[src/rtl/rfp_pkg.sv]
package rfp_pkg;
    // cyclic source lane for output lane i under a rotation of r
    function automatic int src_lane(input int i, input int r, input int lanes);
        return (i + r) % lanes;
    endfunction
endpackage

[src/rtl/rfp_rotator.sv]
module rfp_rotator #(
    parameter int LANES  = 8,
    parameter int MSG_W  = 6,
    localparam int ROT_W = $clog2(LANES),
    localparam int VEC_W = LANES * MSG_W
) (
    input  logic [VEC_W-1:0] vec_i,
    input  logic [ROT_W-1:0] rot_i,
    output logic [VEC_W-1:0] vec_o
);
    import rfp_pkg::*;

    // logarithmic rotator: level b rotates by 2**b when rot_i[b] is set
    always_comb begin
        logic [VEC_W-1:0] cur;
        logic [VEC_W-1:0] nxt;
        cur = vec_i;
        for (int b = 0; b < ROT_W; b++) begin
            nxt = cur;
            if (rot_i[b]) begin
                for (int i = 0; i < LANES; i++) begin
                    nxt[i*MSG_W +: MSG_W] = cur[src_lane(i, 1 << b, LANES)*MSG_W +: MSG_W];
                end
            end
            cur = nxt;
        end
        vec_o = cur;
    end
endmodule

[src/rtl/rfp_pipe_stage.sv]
module rfp_pipe_stage #(
    parameter int WIDTH = 48
) (
    input  logic             clk,
    input  logic             rst_n,
    input  logic             en,
    input  logic [WIDTH-1:0] d_data,
    input  logic             d_valid,
    output logic [WIDTH-1:0] q_data,
    output logic             q_valid
);
    typedef struct packed {
        logic [WIDTH-1:0] data;
        logic             valid;
    } stage_t;

    stage_t s_d, s_q;

    always_comb begin
        s_d = s_q;
        if (en) begin
            s_d.data  = d_data;
            s_d.valid = d_valid;
        end
    end

    always_ff @(posedge clk or negedge rst_n) begin
        if (!rst_n) s_q <= '0;
        else        s_q <= s_d;
    end

    assign q_data  = s_q.data;
    assign q_valid = s_q.valid;


    stage_hold_chk: assert property (@(posedge clk) disable iff (!rst_n)
        !en |=> ($stable(q_data) && $stable(q_valid)));
endmodule

[src/rtl/rot_fetch_path.sv]
module rot_fetch_path #(
    parameter int LANES      = 8,
    parameter int MSG_W      = 6,
    parameter int ADDR_W     = 5,
    parameter int ROT_STAGES = 2,
    localparam int ROT_W     = $clog2(LANES),
    localparam int VEC_W     = LANES * MSG_W
) (
    input  logic              clk,
    input  logic              rst_n,
    input  logic              cw_valid,
    input  logic [ADDR_W-1:0] cw_addr,
    input  logic [ROT_W-1:0]  cw_rot,
    input  logic              bypass,
    output logic [ADDR_W-1:0] mem_raddr,
    output logic              mem_ren,
    input  logic [VEC_W-1:0]  mem_rdata,
    input  logic [VEC_W-1:0]  pe_fb,
    output logic [VEC_W-1:0]  pe_in,
    output logic              pe_in_valid
);
    typedef struct packed {
        logic [ADDR_W-1:0] addr;
        logic [ROT_W-1:0]  rot0;
        logic              v0;
        logic [ROT_W-1:0]  rot1;
        logic              v1;
        logic [VEC_W-1:0]  out_data;
        logic              out_v;
    } path_t;

    path_t r_d, r_q;
    logic  adv;

    logic [VEC_W-1:0] chain_data  [0:ROT_STAGES];
    logic             chain_valid [0:ROT_STAGES];

    assign adv = ~bypass;

    rfp_rotator #(.LANES(LANES), .MSG_W(MSG_W)) u_rot (
        .vec_i (mem_rdata),
        .rot_i (r_q.rot1),
        .vec_o (chain_data[0])
    );
    assign chain_valid[0] = r_q.v1;

    for (genvar k = 0; k < ROT_STAGES; k++) begin : g_stage
        rfp_pipe_stage #(.WIDTH(VEC_W)) u_stage (
            .clk     (clk),
            .rst_n   (rst_n),
            .en      (adv),
            .d_data  (chain_data[k]),
            .d_valid (chain_valid[k]),
            .q_data  (chain_data[k+1]),
            .q_valid (chain_valid[k+1])
        );
    end

    always_comb begin
        r_d = r_q;
        if (adv) begin
            r_d.addr     = cw_addr;
            r_d.rot0     = cw_rot;
            r_d.v0       = cw_valid;
            r_d.rot1     = r_q.rot0;
            r_d.v1       = r_q.v0;
            r_d.out_data = chain_data[ROT_STAGES];
            r_d.out_v    = chain_valid[ROT_STAGES];
        end
    end

    always_ff @(posedge clk or negedge rst_n) begin
        if (!rst_n) r_q <= '0;
        else        r_q <= r_d;
    end

    assign mem_raddr   = r_q.addr;
    assign mem_ren     = adv;
    assign pe_in       = bypass ? pe_fb : r_q.out_data;
    assign pe_in_valid = r_q.out_v & adv;


    raddr_hold_chk: assert property (@(posedge clk) disable iff (!rst_n)
        bypass |=> $stable(mem_raddr));


    capture_ignore_chk: assert property (@(posedge clk) disable iff (!rst_n)
        bypass |=> ($stable(r_q.rot0) && $stable(r_q.v0)));


    valid_align_chk: assert property (@(posedge clk) disable iff (!rst_n)
        (adv && cw_valid) ##1 adv |=> r_q.v1);


    out_hold_chk: assert property (@(posedge clk) disable iff (!rst_n)
        bypass |=> ($stable(r_q.out_data) && $stable(r_q.out_v)));
endmodule

[config.mk]
export PLATFORM = sky130hd
export DESIGN_NAME = rot_fetch_path
export DESIGN_NICKNAME = d
export VERILOG_FILES = /design/src/rtl/rfp_pkg.sv /design/src/rtl/rfp_rotator.sv /design/src/rtl/rfp_pipe_stage.sv /design/src/rtl/rot_fetch_path.sv
export SDC_FILE = /design/constraint.sdc
export NUM_CORES = 1
export LEC_CHECK = 0
export BUFFER_PORTS_ARGS = -buffer_cell sky130_fd_sc_hd__buf_2
export CAP_MARGIN = 15
export CORE_AREA = 2 2 198 122
export DETAILED_ROUTE_END_ITERATION = 7
export DIE_AREA = 0 0 200 124
export GPL_TIMING_DRIVEN = 0
export PLACE_DENSITY_LB_ADDON = 0.05
export SLEW_MARGIN = 30
export SYNTH_ARGS = -nofsm -noshare
export SYNTH_HDL_FRONTEND = slang
export SYNTH_SLANG_ARGS = --single-unit
export TNS_END_PERCENT = 1
[constraint.sdc]
create_clock -name clk -period 2 [get_ports clk]
set_clock_uncertainty 0.05 [all_clocks]
set_input_delay 0.1 -clock clk [delete_from_list [all_inputs] [get_ports clk]]
set_output_delay 0.1 -clock clk [all_outputs]
set_load 0.05 [all_outputs]
==> reports/results.ini <==
[drt]
top_layer = met4
wl_mm = 26.07
drt_iter0_drc = 330
wl_met2_mm = 10.87
postRouteAntennaNets = 0
wl_per_cell_um = 22.81
dr.pass1.iters = 7
vias = 6127
wl_met1_mm = 13.14
drc = 0
dr_wl_met3_mm = 1.618
viasPerCell = 5.360

[sta]
slew_headroom = 0.4924
setup_violations = 0
timing.fmax_mhz = 514.4
worst_pin_slew_ns = 0.7614
fin_worst_hold_slack_ns = 0.1655
fin_crit_ns = 1.944
slew_violations = 0
fin_crit_sh = 0.9720
rsz0062_at_grt = false
setup-tns-final_ns = 0
hold_viol_final = 0

[cts]
numCtsBuffers = 17
clock_latency_ns = 0.44
clockBufferDepth = 2
cts.sinks = 160
cts_root_buf = clkbuf_16
cts_tree = built
cts.clk_slew.worst_paths_ns = 0.06
cts_max_level = 4

[setup_path]
cp-start-kind = register
worst-endpoint-arrival_ns = 2.18
cp_max_fo = 10
endpoint_kind = register
critical_path_class = register to register
required_ns = 2.24
ff2ff_setup_slack_ns = 0.06

[yosys]
yosysSeqAreaShare = 0.5039
synth_cells = 625
ys_ff_latch = 160
syn-cell-area_mm2 = 0.007946
synth_cell_types = 17
syn_area_per_cell_um2 = 12.71
syn_nets = 733
synth_warnings = 0

[power]
power.density_mw_per_mm2 = 1187
vdd_drop_max_mv = 0.6125
p_leak_nw = 4.342

[flow_run]
maxCapViolCount = 0

[place]
portBuffers = 161
place_congestion = 0.8836
hpwl_mm = 19.60

[grt]
grt_use_total = 0.2164
grt_overflow_total = 0
grt_pass1_vias = 6130
grt_first_pass_wirelength_mm = 38.10
grt_antenna_before_repair = 1
grt_max_degree = 82

[finish]
multi_input_area_mm2 = 0.003631
insertedDiodeCount = 0
final_cell_mix = mux2_2, buf_2, dfrtp_1
area_growth_pct = 24.78
fin_nets = 924
final_common_cell = mux2_2
register_area_mm2 = 0.004004
fill_cells = 2144
drive_above_1_share = 0.5507
post-route-util = 0.4337

[floorplan]
die_height_um = 124
num_rows = 43
die_width_um = 200
start_util = 0.3475
num_io_pins = 163
coreArea_mm2 = 0.02287
die-area_mm2 = 0.02480

[status]
status = finished clean

[hold_path]
hp-class = input pin to asynchronous set/reset pin

logic make-up after synthesis:
group / count (synthesis) / synth area share
AOI/OAI and AO/OA: 144 / 0.1316
and+or+nand+nor: 53 / 0.02630
muxes: 208 / 0.2990
DFF: 160 / 0.5039
buffers and inverters: 60 / 0.03920
through the flow:
step | setup slack [ns] | cell area [µm²] | power (mW) | instances
after floorplan | 0.5706 | 7946 | 7.086 | 625
after global placement | -1.774 | 9146 | 8.168 | 1101
after detailed placement | -0.05534 | 9184 | 8.232 | 1102
after CTS | 0.1091 | 9911 | 11.87 | 1143
after global routing | 0.02215 | 9916 | 12.33 | 1143
final | 0.05607 | 9916 | 11.77 | 1143
power breakdown:
part	internal, mW	switching, mW
logic	1.44	2.13
registers	4.09	0.542
clock network	2.21	1.36
path summary, 6_finish.rpt:
kind,start,endpoint,cells after the start
setup / recovery,r_q[51]$_DFFE_PN0N_,g_stage[0].u_stage.q_data[17]$_DFFE_PN0N_,5
hold / removal,rst_n,r_q[37]$_DFFE_PN0N_,2
setup reg to reg,r_q[51]$_DFFE_PN0N_,g_stage[0].u_stage.q_data[17]$_DFFE_PN0N_,5
hold reg to reg,g_stage[0].u_stage.q_data[35]$_DFFE_PN0N_,g_stage[0].u_stage.q_data[35]$_DFFE_PN0N_,2
max in group asynchronous,rst_n,r_q[24]$_DFFE_PN0N_,3
min in group clk,mem_rdata[44],g_stage[0].u_stage.q_data[32]$_DFFE_PN0N_,4
synth_stat cells, drive strengths merged:
| library cell | n | area (µm²) |
|---|---|---|
| mux2 | 208 | 2376 |
| inv | 1 | 3.750 |
| o22ai | 96 | 600.6 |
| nand2 | 49 | 183.9 |
| nor2b | 1 | 6.260 |
| o31ai | 48 | 445.4 |
| buf | 42 | 244.0 |
| or2 | 1 | 6.260 |
| dfrtp | 160 | 4004 |
| clkbuf | 17 | 63.81 |
| nand2b | 2 | 12.51 |
flip-flops by register name (all words and copies together) (netlist names):
| register | flops |
|---|---|
| chain_valid | 1 |
| g_stage.u_stage.q_valid | 2 |
| r_q | 56 |
| g_stage.u_stage.q_data | 96 |
| mem_raddr | 5 |
cell type report:
class,count,share of cell area
sequential,160,0.4038
multi-input combinational,405,0.3662
timing repair buffer,172,0.09514
clock buffer,21,0.04442
tap,315,0.03975
buffer,59,0.03167
clock inverter,10,0.01868
inverter,1,0.0003785
routing by layer:
metal / up-vias / global-route usage
li1: 2750 / -
met1: 3111 / 0.3228
met2: 236 / 0.3069
met3: 30 / 0.05037
met4: 0 / 0.06898
met5: - / 0
repair_timing:
| action | CTS | global route |
|---|---|---|
| hold buffers | 10 | 0 |
| setup endpoints to repair | 20 | 1 |
| endpoints found under the hold margin | 89 | 0 |
| gates resized for setup | 1 | 5 |
| buffers inserted | 0 | 0 |
worst max-delay path, stage by stage, from the launching register on:
cell and delay, ns:
dfrtp_1 0.38, buf_4 0.25, buf_8 0.21, mux2_4 0.35, o22ai_1 0.43, o31ai_2 0.12
Power figures use the tool's default switching activity.
